### config.mk
export PLATFORM = sky130hd
export DESIGN_NAME = kwdt_top
export DESIGN_NICKNAME = d
export VERILOG_FILES = /design/src/rtl/kwdt_pkg.sv /design/src/rtl/kwdt_tick_sync.sv /design/src/rtl/kwdt_key_seq.sv /design/src/rtl/kwdt_timer.sv /design/src/rtl/kwdt_top.sv
export SDC_FILE = /design/constraint.sdc
export NUM_CORES = 1
export LEC_CHECK = 0
export BUFFER_PORTS_ARGS = -buffer_cell sky130_fd_sc_hd__buf_2
export CAP_MARGIN = 25
export CORE_MARGIN = 1.5
export CORE_UTILIZATION = 53
export DETAILED_ROUTE_END_ITERATION = 8
export PLACE_DENSITY = 0.82
export SLEW_MARGIN = 20
export SYNTH_ARGS = -nofsm -noshare
export SYNTH_HDL_FRONTEND = slang
export SYNTH_SLANG_ARGS = --single-unit
### constraint.sdc
create_clock -name clk -period 3.6 [get_ports clk]
set_clock_uncertainty 0.15 [all_clocks]
set_input_delay 0.72 -clock clk [delete_from_list [all_inputs] [get_ports clk]]
set_output_delay 0.72 -clock clk [all_outputs]
set_load 0.02 [all_outputs]
### src/rtl/kwdt_pkg.sv
package kwdt_pkg;

    typedef enum logic {
        SEQ_IDLE  = 1'b0,
        SEQ_ARMED = 1'b1
    } seq_e;

    typedef enum logic {
        PH_RUN   = 1'b0,
        PH_PULSE = 1'b1
    } phase_e;

endpackage

### src/rtl/kwdt_tick_sync.sv
module kwdt_tick_sync #(
    parameter int STAGES = 2
) (
    input  logic clk,
    input  logic rst_n,
    input  logic tick_in,
    output logic tick_rise
);
    typedef struct packed {
        logic [STAGES-1:0] sh;
        logic              prev;
    } sync_t;

    sync_t s_d, s_q;

    always_comb begin
        s_d      = s_q;
        s_d.sh   = {s_q.sh[STAGES-2:0], tick_in};
        s_d.prev = s_q.sh[STAGES-1];
    end

    always_ff @(posedge clk or negedge rst_n) begin
        if (!rst_n) s_q <= '0;
        else        s_q <= s_d;
    end

    assign tick_rise = s_q.sh[STAGES-1] & ~s_q.prev;

    // one rising edge of the tick yields a single-cycle event
    assert_rise_single_R4: assert property (@(posedge clk) disable iff (!rst_n)
        tick_rise |=> !tick_rise);

endmodule

### src/rtl/kwdt_key_seq.sv
module kwdt_key_seq
    import kwdt_pkg::*;
#(
    parameter logic [7:0] KEY_A = 8'hAA,
    parameter logic [7:0] KEY_B = 8'h55
) (
    input  logic       clk,
    input  logic       rst_n,
    input  logic       wr_stb,
    input  logic [7:0] wr_data,
    output logic       svc_o,
    output logic       bad_o
);
    typedef struct packed {
        seq_e st;
    } key_t;

    key_t k_d, k_q;

    always_comb begin
        k_d   = k_q;
        svc_o = 1'b0;
        bad_o = 1'b0;
        if (wr_stb) begin
            if (k_q.st == SEQ_IDLE) begin
                k_d.st = (wr_data == KEY_A) ? SEQ_ARMED : SEQ_IDLE;
            end else begin
                k_d.st = SEQ_IDLE;
                if (wr_data == KEY_B) svc_o = 1'b1;
                else                  bad_o = 1'b1;
            end
        end
    end

    always_ff @(posedge clk or negedge rst_n) begin
        if (!rst_n) k_q <= '{st: SEQ_IDLE};
        else        k_q <= k_d;
    end

    // a first write that is not the first key leaves the sequence idle
    assert_stray_first_R6: assert property (@(posedge clk) disable iff (!rst_n)
        (wr_stb && k_q.st == SEQ_IDLE && wr_data != KEY_A) |=> (k_q.st == SEQ_IDLE));

    // a service is only ever reported on a write strobe
    assert_service_on_write_R5: assert property (@(posedge clk) disable iff (!rst_n)
        svc_o |-> wr_stb);

    // the sequence returns to idle after any second write
    assert_second_clears_R7: assert property (@(posedge clk) disable iff (!rst_n)
        (svc_o || bad_o) |=> (k_q.st == SEQ_IDLE));

endmodule

### src/rtl/kwdt_timer.sv
module kwdt_timer
    import kwdt_pkg::*;
#(
    parameter int TIMEOUT = 256,
    parameter int PULSE   = 16
) (
    input  logic clk,
    input  logic rst_n,
    input  logic enabled,
    input  logic tick_rise,
    input  logic svc,
    input  logic bad,
    output logic rst_o
);
    localparam int CW = $clog2(TIMEOUT + 1);
    localparam int PW = $clog2(PULSE + 1);
    localparam logic [CW-1:0] CNT_LAST = CW'(TIMEOUT - 1);
    localparam logic [PW-1:0] PLS_LAST = PW'(PULSE - 1);

    typedef struct packed {
        phase_e        ph;
        logic [CW-1:0] cnt;
        logic [PW-1:0] pcnt;
    } tmr_t;

    tmr_t t_d, t_q;

    always_comb begin
        t_d = t_q;
        if (enabled) begin
            if (t_q.ph == PH_RUN) begin
                if (bad) begin
                    t_d.ph   = PH_PULSE;
                    t_d.cnt  = '0;
                    t_d.pcnt = '0;
                end else if (svc) begin
                    t_d.cnt = '0;
                end else if (tick_rise) begin
                    if (t_q.cnt == CNT_LAST) begin
                        t_d.ph   = PH_PULSE;
                        t_d.cnt  = '0;
                        t_d.pcnt = '0;
                    end else begin
                        t_d.cnt = t_q.cnt + 1'b1;
                    end
                end
            end else if (tick_rise) begin
                if (t_q.pcnt == PLS_LAST) begin
                    t_d.ph  = PH_RUN;
                    t_d.cnt = '0;
                end else begin
                    t_d.pcnt = t_q.pcnt + 1'b1;
                end
            end
        end
    end

    always_ff @(posedge clk or negedge rst_n) begin
        if (!rst_n) t_q <= '{ph: PH_RUN, cnt: '0, pcnt: '0};
        else        t_q <= t_d;
    end

    assign rst_o = (t_q.ph == PH_PULSE);

    // the count never passes the timeout limit
    assert_count_bounded_R3: assert property (@(posedge clk) disable iff (!rst_n)
        t_q.cnt <= CNT_LAST);

    // a service while running leaves the count at zero
    assert_service_clears_R5: assert property (@(posedge clk) disable iff (!rst_n)
        (enabled && t_q.ph == PH_RUN && svc) |=> (t_q.cnt == '0 && !rst_o));

    // a wrong second key raises reset at the next edge
    assert_bad_key_resets_R7: assert property (@(posedge clk) disable iff (!rst_n)
        (enabled && t_q.ph == PH_RUN && bad) |=> rst_o);

    // the pulse only ends on a tick edge
    assert_pulse_holds_R8: assert property (@(posedge clk) disable iff (!rst_n)
        (rst_o && !tick_rise) |=> rst_o);

    // no reset while disabled
    assert_quiet_when_off_R1: assert property (@(posedge clk) disable iff (!rst_n)
        !enabled |=> !rst_o);

endmodule

### src/rtl/kwdt_top.sv
module kwdt_top #(
    parameter int         TIMEOUT     = 256,
    parameter int         PULSE       = 16,
    parameter int         SYNC_STAGES = 2,
    parameter logic [7:0] KEY_A       = 8'hAA,
    parameter logic [7:0] KEY_B       = 8'h55
) (
    input  logic       clk,
    input  logic       rst_n,
    input  logic       wr_stb,
    input  logic [7:0] wr_data,
    input  logic       en_wr,
    input  logic       tick_in,
    output logic       wdt_rst_o
);
    typedef struct packed {
        logic en;
    } top_t;

    top_t c_d, c_q;
    logic tick_rise;
    logic svc;
    logic bad;

    always_comb begin
        c_d    = c_q;
        c_d.en = c_q.en | (en_wr & wr_data[0]);
    end

    always_ff @(posedge clk or negedge rst_n) begin
        if (!rst_n) c_q <= '0;
        else        c_q <= c_d;
    end

    kwdt_tick_sync #(.STAGES(SYNC_STAGES)) sync_i (
        .clk       (clk),
        .rst_n     (rst_n),
        .tick_in   (tick_in),
        .tick_rise (tick_rise)
    );

    kwdt_key_seq #(.KEY_A(KEY_A), .KEY_B(KEY_B)) seq_i (
        .clk     (clk),
        .rst_n   (rst_n),
        .wr_stb  (wr_stb),
        .wr_data (wr_data),
        .svc_o   (svc),
        .bad_o   (bad)
    );

    kwdt_timer #(.TIMEOUT(TIMEOUT), .PULSE(PULSE)) tmr_i (
        .clk       (clk),
        .rst_n     (rst_n),
        .enabled   (c_q.en),
        .tick_rise (tick_rise),
        .svc       (svc),
        .bad       (bad),
        .rst_o     (wdt_rst_o)
    );

    // once enabled, only the block reset turns the watchdog off
    assert_enable_sticky_R2: assert property (@(posedge clk) disable iff (!rst_n)
        c_q.en |=> c_q.en);

endmodule

# Yosys cells after proc, flatten, opt, wreduce, memory -nomap -nowiden
# Index checks and enable logic that the tools add are counted.
[word_totals]
reg_bits = 20
input_bits = 13
output_inout_bits = 1
elab_cells = 46
[classes]
n_addsub = 2
eq_ne = 8
mux = 20
bitwise = 4
reduce_logical = 5
[op_table]
columns = ["op", "count"]
rows = [
  ["15-bit two-way mux", 4],
  ["9-bit two-way mux", 2],
  ["5-bit two-way mux", 3],
  ["1-bit two-way mux", 10],
  ["10-bit two-way mux", 1],
  ["9-bit by 1-bit adder with 9-bit output (second input constant)", 1],
  ["9-bit by 8-bit == test with 1-bit output (second input constant)", 1],
  ["8-bit by 7-bit == test with 1-bit output (second input constant)", 1],
  ["8-bit == test (second input constant)", 1],
  ["6-bit AND reduction", 1],
  ["3-bit nonzero test", 2],
  ["5-bit by 1-bit adder with 5-bit output (second input constant)", 1],
  ["5-bit by 4-bit == test with 1-bit output (second input constant)", 1],
  ["2-bit != test (second input constant)", 2],
  ["4-bit AND reduction", 1],
  ["3-bit != test (second input constant)", 1],
  ["1-bit bitwise AND", 2],
  ["2-bit by 1-bit != test with 1-bit output (second input constant)", 1],
  ["2-bit nonzero test", 1],
  ["1-bit NOT", 1],
  ["1-bit bitwise OR", 1],
]

# Depth between registers and ports, before layout
# Gate-level depths: netlist of run 1.
[depth]
depth_word = 7
mapped_depth = 8
ltp_nobuf = 8

# Hierarchy
# Synthesis of run 1 repeated with hierarchy kept, for this count alone.
[hier_totals]
hier_cells = 105
area_unflattened_um2 = 1106.1
[modules_own_cells]
columns = ["module", "instances", "cells_each", "area_each_um2", "seq_area_each_um2"]
rows = [
  ["kwdt_timer", 1, 88, 870.8, 375.4],
  ["kwdt_key_seq", 1, 11, 113.9, 25.0],
  ["kwdt_tick_sync", 1, 4, 88.8, 75.1],
  ["kwdt_top", 1, 2, 32.5, 25.0],
]

# Least setup slack after synthesis of run 1
# Ideal clock, no wire load.
[synth_path]
path_type = "flip-flop to flip-flop"
from = "register tmr_i.t_q[0] (netlist name)"
to = "register tmr_i.t_q[0] (netlist name)"
setup_time_ns = 0.125
t_arrival_ns = 1.852
required_time_ns = 3.325
path_slack_ns = 1.473
stages_incl_launch_ff = 8
n_path_buf = 0
period_less_slack_ns = 2.127
cell_sequence = "dfrtp_1 -> ha_1 -> and3_1 -> ha_1 -> o21ai_0 -> o311a_1 -> a21bo_4 -> mux2_4"
[synth_between]
elab_chain_len = 4
elab_cells_between_ends = 7
classes_between = "add/sub (1); eq/ne (2); mux (3); reduce/logical (1)"
[synth_lines]
columns = ["element", "line_no", "text"]
rows = [
  ["start, declared", "kwdt_timer.sv:26", "tmr_t t_d, t_q;"],
  ["start signal, assigned", "kwdt_timer.sv:59", "if (!rst_n) t_q <= '{ph: PH_RUN, cnt: '0, pcnt: '0};"],
  ["start signal, assigned", "kwdt_timer.sv:60", "else t_q <= t_d;"],
  ["5-bit by 1-bit adder with 5-bit output", "kwdt_timer.sv:52", "t_d.pcnt = t_q.pcnt + 1'b1;"],
  ["5-bit two-way mux", "kwdt_timer.sv:48", "if (t_q.pcnt == PLS_LAST) begin"],
  ["15-bit two-way mux", "kwdt_timer.sv:47", "end else if (tick_rise) begin"],
  ["15-bit two-way mux", "kwdt_timer.sv:31", "if (t_q.ph == PH_RUN) begin"],
]
# Parallel ways exist; a longest one is shown, timed or not. The select of a mux whose other input is x is not followed.
# A chain may end at the register's enable or synchronous reset.

# Worst setup path in the final report of run 1
# Same ends and word-level chain as after synthesis.

==> summary.txt, run 1 <==
Synthesis
  – Top_reg_cell synth: dfrtp_1
  – Flops & latches, synth: 20
  – Mapped Cells: 108
  – Register area share after synthesis: 0.458
  – Mean post-synth cell area: 10.1 um2
  – Cell Area, Synth: 0.00109 mm2
  – Number of synthesized flops with an enable pin: 0
  – FFs w/ async S/R, synth: 1.00
  – Synth cell types: 39
  – Syn Nets: 124
  – Yosys Warn Count: 0

Timing
  – Final min period: 2240 ps
  – Tightest Pin Transition: 488 ps
  – Max Slew Vio Count: 0
  – Slew headroom: 0.674
  – Count of final setup violators: 0
  – Final period util: 0.623
  – Final worst slack: 1360 ps
  – RSZ-0062 raised after global routing: false
  – Min Hold Slack: 196 ps
  – Setup TNS: 0 ps
  – Final hold violations: 0
  – Max Freq: 446 MHz

Clock tree
  – CTS Buffer Depth: 2
  – CTS Buf Count: 3
  – H-tree levels: 1
  – Hold-fix buffers, CTS: 0
  – Clk_lat worst skew: 290 ps
  – Post-CTS resize count: 0
  – Setup Buffers After CTS: 0
  – CTS Sinks: 20
  – TritonCTS clock tree: built
  – Clock Tree Root: clkbuf_4
  – Reg clk slew, reported paths: 110 ps

Worst setup path
  – Top Family by Delay on Critical Path: compound AO/OA/AOI/OAI gates
  – CP max stage cell: dfrtp_1
  – CP dominant cell by count: ha_1
  – CP Buf/Inv Count: 0
  – Worst setup SP type: flop
  – CP max FO: 5
  – Worst endpoint required time: 3630 ps
  – Critical R2R Launch: tmr_i.t_q[0]$_DFFE_PN0P_
  – Worst EP arrival: 2280 ps
  – R2R Path End: tmr_i.t_q[0]$_DFFE_PN0P_
  – CP Class: reg -> reg
  – CP startpoint: tmr_i.t_q[0]$_DFFE_PN0P_
  – CP peak stage delay: 420 ps
  – Critical path endpoint: tmr_i.t_q[0]$_DFFE_PN0P_
  – Stages on worst setup path: 7
  – Crit. End Element: flop
  – R2R setup slack: 1360 ps
  – Crit path cell chain: ha_1 -> and3_1 -> ha_1 -> o21ai_0 -> o311a_1 -> a21bo_4 -> mux2_4
  – Worst R2R Path Depth: 7

Global routing
  – First-pass GRT wire length: 3510 um
  – Vias in the first global route: 841
  – Largest net degree at the start of global routing: 21
  – Grt total ovfl: 0
  – Initial antenna violation count: 0
  – Total Routing Usage GR: 0.187

Drt
  – 1st-iter DRT viols: 11
  – Post-Route WL: 1960 um
  – Post-DR wirelength/cell: 13.2 um
  – DR pass1 iterations: 4
  – Vias per inst: 5.68
  – Antenna viol nets, final: 0
  – Post-route DRC: 0
  – Via count: 846

Placement
  – DP Worst Slack: 1370 ps
  – Final Wtd Congestion: 0.742
  – Buffers on Ports: 13
  – Placed insts: 146
  – Final HPWL DP: 1520 um

Die
  – Starting Density: 0.563
  – Core area: 0.00194 mm2
  – Total die area: 0.00234 mm2
  – Die Width: 48.4 um
  – Die Span Y: 48.4 um
  – Ports: 14
  – Rows: 16

Final layout
  – Diode count: 0
  – Filler cells: 168
  – Non-filler cells, final: 149
  – Fin nets: 140
  – Layout cells sized above 1: 0.213
  – P&R area growth vs syn: 9.97%

Pwr
  – Cell Pwr Density: 514 mW/mm2
  – VDD IR max: 0.376 mV
  – Total power draw: 617 uW
  – P_leak: 0.000527 uW

Flow run
  – MaxCap Viol Count: 0

Outcome
  – Outcome: finished, final reports clean

Hold path
  – Worst Hold Class: in -> async
-- how the worst min path moves through the flow --
stage	slack, ps	start	endpoint
after floorplan	180	sync_i.s_d[2]$_DFF_PN0_	sync_i.s_d[0]$_DFF_PN0_
after global placement	200	sync_i.s_d[2]$_DFF_PN0_	sync_i.s_d[0]$_DFF_PN0_
after detailed placement	190	sync_i.s_d[2]$_DFF_PN0_	sync_i.s_d[0]$_DFF_PN0_
after CTS	200	rst_n	tmr_i.t_q[6]$_DFFE_PN0P_
after global routing	220	rst_n	tmr_i.t_q[7]$_DFFE_PN0P_
final	200	rst_n	tmr_i.t_q[6]$_DFFE_PN0P_
-- metrics by stage --
stage	util	area, um2
6_report	0.619	1200
5_1_grt	0.619	1200
4_1_cts	0.619	1200
3_5_place_dp	0.607	1180
3_3_place_gp	0.607	1180
2_1_floorplan	-	1090
-- per-layer routing --
metal	part of all wire	up-vias	GRT usage
met1	0.45	408	0.237
li1	-	430	-
met3	0.028	0	0.0463
met5	0	-	0
met4	0	0	0.0286
met2	0.52	8	0.331
-- state kept, by name, indices dropped and copies added, names as in the netlist --
signal,count
c_q,1
seq_i.k_q,1
sync_i.s_d,2
sync_i.s_q,1
tmr_i.rst_o,1
tmr_i.t_q,14
-- cells by family (layout without fill, tap and decap cells) --
kind of cell | after synthesis | after routing | synth area share
flip-flops | 20 | 20 | 0.458
multiplexers | 2 | 2 | 0.0229
AO/OA/AOI/OAI | 30 | 30 | 0.210
adder cells (fa/ha/maj) | 3 | 3 | 0.0344
buffers and inverters | 7 | 21 | 0.0286
XOR/XNOR | 1 | 1 | 0.00802
AND/OR/NAND/NOR | 45 | 45 | 0.238
-- final cells by class --
type | count | area, um2 | share of cell area
well taps | 27 | 33.8 | 0.0281
flip-flops and latches | 20 | 500 | 0.417
repair buffers | 13 | 65.1 | 0.0542
clock buffers | 3 | 22.5 | 0.0188
inverters | 5 | 18.8 | 0.0156
multi-input cells | 81 | 561 | 0.467
-- where the power goes --
part	total [uW]	switching (uW)	internal [uW]
Clock	102	62.8	38.9
Combinational	173	82.7	90.2
Sequential	343	64.0	279
Total	617	210	408
-- cells in the final DEF (no fill, tap or decap), types with 2 or more instances in the layout --
master / count
nor4bb_1: 3
o21ai_0: 9
buf_2: 13
o31ai_1: 2
ha_1: 3
nor2_1: 8
inv_1: 5
and2_1: 2
clkbuf_4: 3
nand4_1: 2
nand3_1: 7
dfrtp_1: 20
o41ai_1: 2
a21oi_1: 3
nand2_1: 11
and3_1: 2
nor2b_1: 3
o2bb2ai_1: 3
-- cell usage after synthesis (all sizes together), types with 2 or more instances --
| cell type | n | share of area |
|---|---|---|
| dfrtp | 20 | 0.46 |
| nand3 | 7 | 0.032 |
| and2 | 2 | 0.011 |
| nor2 | 8 | 0.027 |
| o41ai | 2 | 0.016 |
| o2bb2ai | 3 | 0.024 |
| o21ai | 10 | 0.049 |
| ha | 3 | 0.034 |
| inv | 5 | 0.017 |
| a22o | 2 | 0.017 |
| nand2 | 11 | 0.038 |
| a21oi | 3 | 0.014 |
| nand4 | 3 | 0.023 |
| nor4bb | 3 | 0.027 |
| o31ai | 2 | 0.014 |
| and3 | 2 | 0.011 |
| nor2b | 3 | 0.017 |
Note: power is estimated with default switching activity, not from simulation.
==> run 2: changes to the inputs <==
--- a/config.mk
+++ b/config.mk
@@ -8,9 +8,9 @@
 export BUFFER_PORTS_ARGS = -buffer_cell sky130_fd_sc_hd__buf_2
 export CAP_MARGIN = 25
 export CORE_MARGIN = 1.5
-export CORE_UTILIZATION = 53
+export CORE_UTILIZATION = 50
 export DETAILED_ROUTE_END_ITERATION = 8
-export PLACE_DENSITY = 0.82
+export PLACE_DENSITY = 0.81
 export SLEW_MARGIN = 20
 export SYNTH_ARGS = -nofsm -noshare
 export SYNTH_HDL_FRONTEND = slang
==> constraint.sdc (replaced) <==
create_clock -name clk -period 2 [get_ports clk]
set_clock_uncertainty 0.15 [all_clocks]
set_input_delay 0.4 -clock clk [delete_from_list [all_inputs] [get_ports clk]]
set_output_delay 0.4 -clock clk [all_outputs]
set_load 0.02 [all_outputs]
==> summary.txt, run 2 (synthesized netlist as in run 1, its figures left out) <==
Worst setup path
  – Critical R2R Launch: tmr_i.t_q[1]$_DFFE_PN0P_ (was tmr_i.t_q[0]$_DFFE_PN0P_)
  – CP max FO: 5 (unchanged)
  – Worst endpoint required time: 2030 ps (was 3630 ps)
  – CP max stage cell: dfrtp_1 (unchanged)
  – Crit. End Element: flop (unchanged)
  – Worst EP arrival: 2040 ps (was 2280 ps)
  – Top Family by Delay on Critical Path: compound AO/OA/AOI/OAI gates (unchanged)
  – Worst setup SP type: flop (unchanged)
  – CP Buf/Inv Count: 0 (unchanged)
  – R2R setup slack: -5 ps (was 1360 ps)
  – Worst R2R Path Depth: 7 (unchanged)
  – CP Class: reg -> reg (unchanged)
  – Crit path cell chain: ha_2 -> and3_4 -> ha_4 -> o21ai_2 -> o311a_1 -> a21bo_4 -> mux2_4 (was ha_1 -> and3_1 -> ha_1 -> o21ai_0 -> o311a_1 -> a21bo_4 -> mux2_4)
  – R2R Path End: tmr_i.t_q[0]$_DFFE_PN0P_ (unchanged)
  – CP peak stage delay: 400 ps (was 420 ps)

Die
  – Total die area: 0.00247 mm2 (was 0.00234 mm2)
  – Starting Density: 0.546 (was 0.563)
  – Ports: 14 (unchanged)
  – Core area: 0.00200 mm2 (was 0.00194 mm2)
  – Rows: 16 (unchanged)
  – Die Span Y: 49.7 um (was 48.4 um)
  – Die Width: 49.7 um (was 48.4 um)

Timing
  – Slew headroom: 0.706 (was 0.674)
  – Final worst slack: -5.02 ps (was 1360 ps)
  – Count of final setup violators: 1 (was 0)
  – Tightest Pin Transition: 440 ps (was 488 ps)
  – RSZ-0062 raised after global routing: true (was false)
  – Setup TNS: -5.02 ps (was 0 ps)
  – Max Freq: 499 MHz (was 446 MHz)
  – Final min period: 2010 ps (was 2240 ps)
  – Final hold violations: 0 (unchanged)
  – Final period util: 1.00 (was 0.623)
  – Max Slew Vio Count: 0 (unchanged)

Placement
  – Final Wtd Congestion: 0.763 (was 0.742)
  – Buffers on Ports: 13 (unchanged)
  – Final HPWL DP: 1540 um (was 1520 um)
  – Placed insts: 155 (was 146)

Drt
  – 1st-iter DRT viols: 7 (was 11)
  – Post-route DRC: 0 (unchanged)
  – DR pass1 iterations: 4 (unchanged)
  – Antenna viol nets, final: 0 (unchanged)
  – Post-DR wirelength/cell: 12.7 um (was 13.2 um)
  – Post-Route WL: 2100 um (was 1960 um)
  – Vias per inst: 5.63 (was 5.68)
  – Via count: 929 (was 846)

Final layout
  – Fin nets: 155 (was 140)
  – Fin util: 0.682 (was 0.619)
  – Top reg by flops: tmr_i.t_q (unchanged)
  – Commonest cells after routing, fill and taps aside: dfrtp_1, buf_4, buf_2 (was dfrtp_1, buf_2, nand2_1)
  – Filler cells: 156 (was 168)
  – Non-filler cells, final: 165 (was 149)
  – Most common cell after layout, fill and taps aside: dfrtp_1 (unchanged)
  – Diode count: 0 (unchanged)
  – P&R area growth vs syn: 25.0% (was 9.97%)
  – Max reg flops: 14 (unchanged)
  – Layout cells sized above 1: 0.326 (was 0.213)
  – Sequential Area: 500 um2 (unchanged)
  – Multi-input gate area: 596 um2 (was 561 um2)

Global routing
  – Total Routing Usage GR: 0.189 (was 0.187)
  – Grt total ovfl: 0 (unchanged)
  – Largest net degree at the start of global routing: 21 (unchanged)
  – Vias in the first global route: 906 (was 841)
  – Initial antenna violation count: 0 (unchanged)
  – First-pass GRT wire length: 3660 um (was 3510 um)

Clock tree
  – Clock Tree Root: clkbuf_4 (unchanged)
  – Reg clk slew, reported paths: 110 ps (about the same)
  – CTS Buffer Depth: 2 (unchanged)
  – CTS Buf Count: 3 (unchanged)
  – Clk_lat worst skew: 290 ps (about the same)
  – TritonCTS clock tree: built (unchanged)
  – H-tree levels: 1 (unchanged)
  – CTS Sinks: 20 (unchanged)

Hold path
  – WHS Endpoint: sync_i.s_d[2]$_DFF_PN0_
  – Hold Crit Start: tick_in
  – Worst Hold Class: in -> reg (was in -> async)
  – Worst hold stages: 1

Outcome
  – Outcome: finished, violations left (was finished, final reports clean)
  – Failing checks: setup timing

Pwr
  – P_leak: 0.000604 uW (was 0.000527 uW)
  – VDD IR max: 0.613 mV (was 0.376 mV)
  – Cell Pwr Density: 930 mW/mm2 (was 514 mW/mm2)

Flow run
  – MaxCap Viol Count: 0 (unchanged)
run 2: cell count changes in the layout (fill, tap and decap cells not counted):
| cell | previous run | this run |
|---|---|---|
| and3_1 | 2 | 1 |
| dlygate4sd3_1 | 0 | 1 |
| and3_4 | 0 | 1 |
| ha_1 | 3 | 1 |
| o221ai_4 | 0 | 1 |
| ha_2 | 0 | 1 |
| o221ai_2 | 1 | 0 |
| o21ai_2 | 1 | 2 |
| o21ai_0 | 9 | 8 |
| ha_4 | 0 | 1 |
| clkbuf_8 | 0 | 1 |
| buf_4 | 0 | 14 |
run 2: stage by stage:
stage	worst slack [ps]	instance area [um2]	power, uW	hold WS [ps]
2_1_floorplan	22.5	1100	849	-45.6
3_3_place_gp	15.0	1250	978	192
3_5_place_dp	-20.3	1250	995	188
4_1_cts	7.91	1340	1250	53.3
5_1_grt	-50.9	1370	1370	42.1
6_report	-5.02	1370	1270	59.0
run 2: what timing repair did:
item	CTS	global route
pin swaps	0	1
resized for setup	3	0
gates cloned	0	0
hold buffers	1	0
hold endpoints to repair	20	0
setup endpoints to repair	5	10
setup buffers	2	3
run 2: report_power, final:
part	total, uW	internal [uW]	switching (uW)
registers	609	501	108
clock network	226	111	115
logic	434	246	188
run 2: area by class of cell:
class,count,share of cell area
Tap cell,27,0.0247
Inverter,5,0.0137
Sequential cell,20,0.367
Multi-Input combinational cell,81,0.436
Timing Repair Buffer,28,0.132
Clock buffer,4,0.0266
run 2: routing by layer:
metal / vias up / GRT usage / part of all wire / wire length, um
met5: - / 0 / 0 / 0
met4: 0 / 0.0278 / 0.0019 / 4
met3: 2 / 0.0394 / 0.020 / 41
met2: 10 / 0.353 / 0.56 / 1170
met1: 459 / 0.224 / 0.42 / 888
li1: 458 / - / - / -
run 2: worst max-delay path by stage:
| stage | from | endpoint | slack (ps) | cells after the start |
|---|---|---|---|---|
| floorplan | tmr_i.t_q[0]$_DFFE_PN0P_ | tmr_i.t_q[0]$_DFFE_PN0P_ | 20 | 7 |
| detailed placement | tmr_i.t_q[1]$_DFFE_PN0P_ | tmr_i.t_q[9]$_DFFE_PN0P_ | -20 | 8 |
| finish | tmr_i.t_q[1]$_DFFE_PN0P_ | tmr_i.t_q[0]$_DFFE_PN0P_ | -5 | 7 |
| CTS | tmr_i.t_q[1]$_DFFE_PN0P_ | tmr_i.t_q[0]$_DFFE_PN0P_ | 8 | 7 |
| global placement | tmr_i.t_q[1]$_DFFE_PN0P_ | tmr_i.t_q[9]$_DFFE_PN0P_ | 20 | 8 |
| global route | tmr_i.t_q[1]$_DFFE_PN0P_ | tmr_i.t_q[0]$_DFFE_PN0P_ | -50 | 7 |
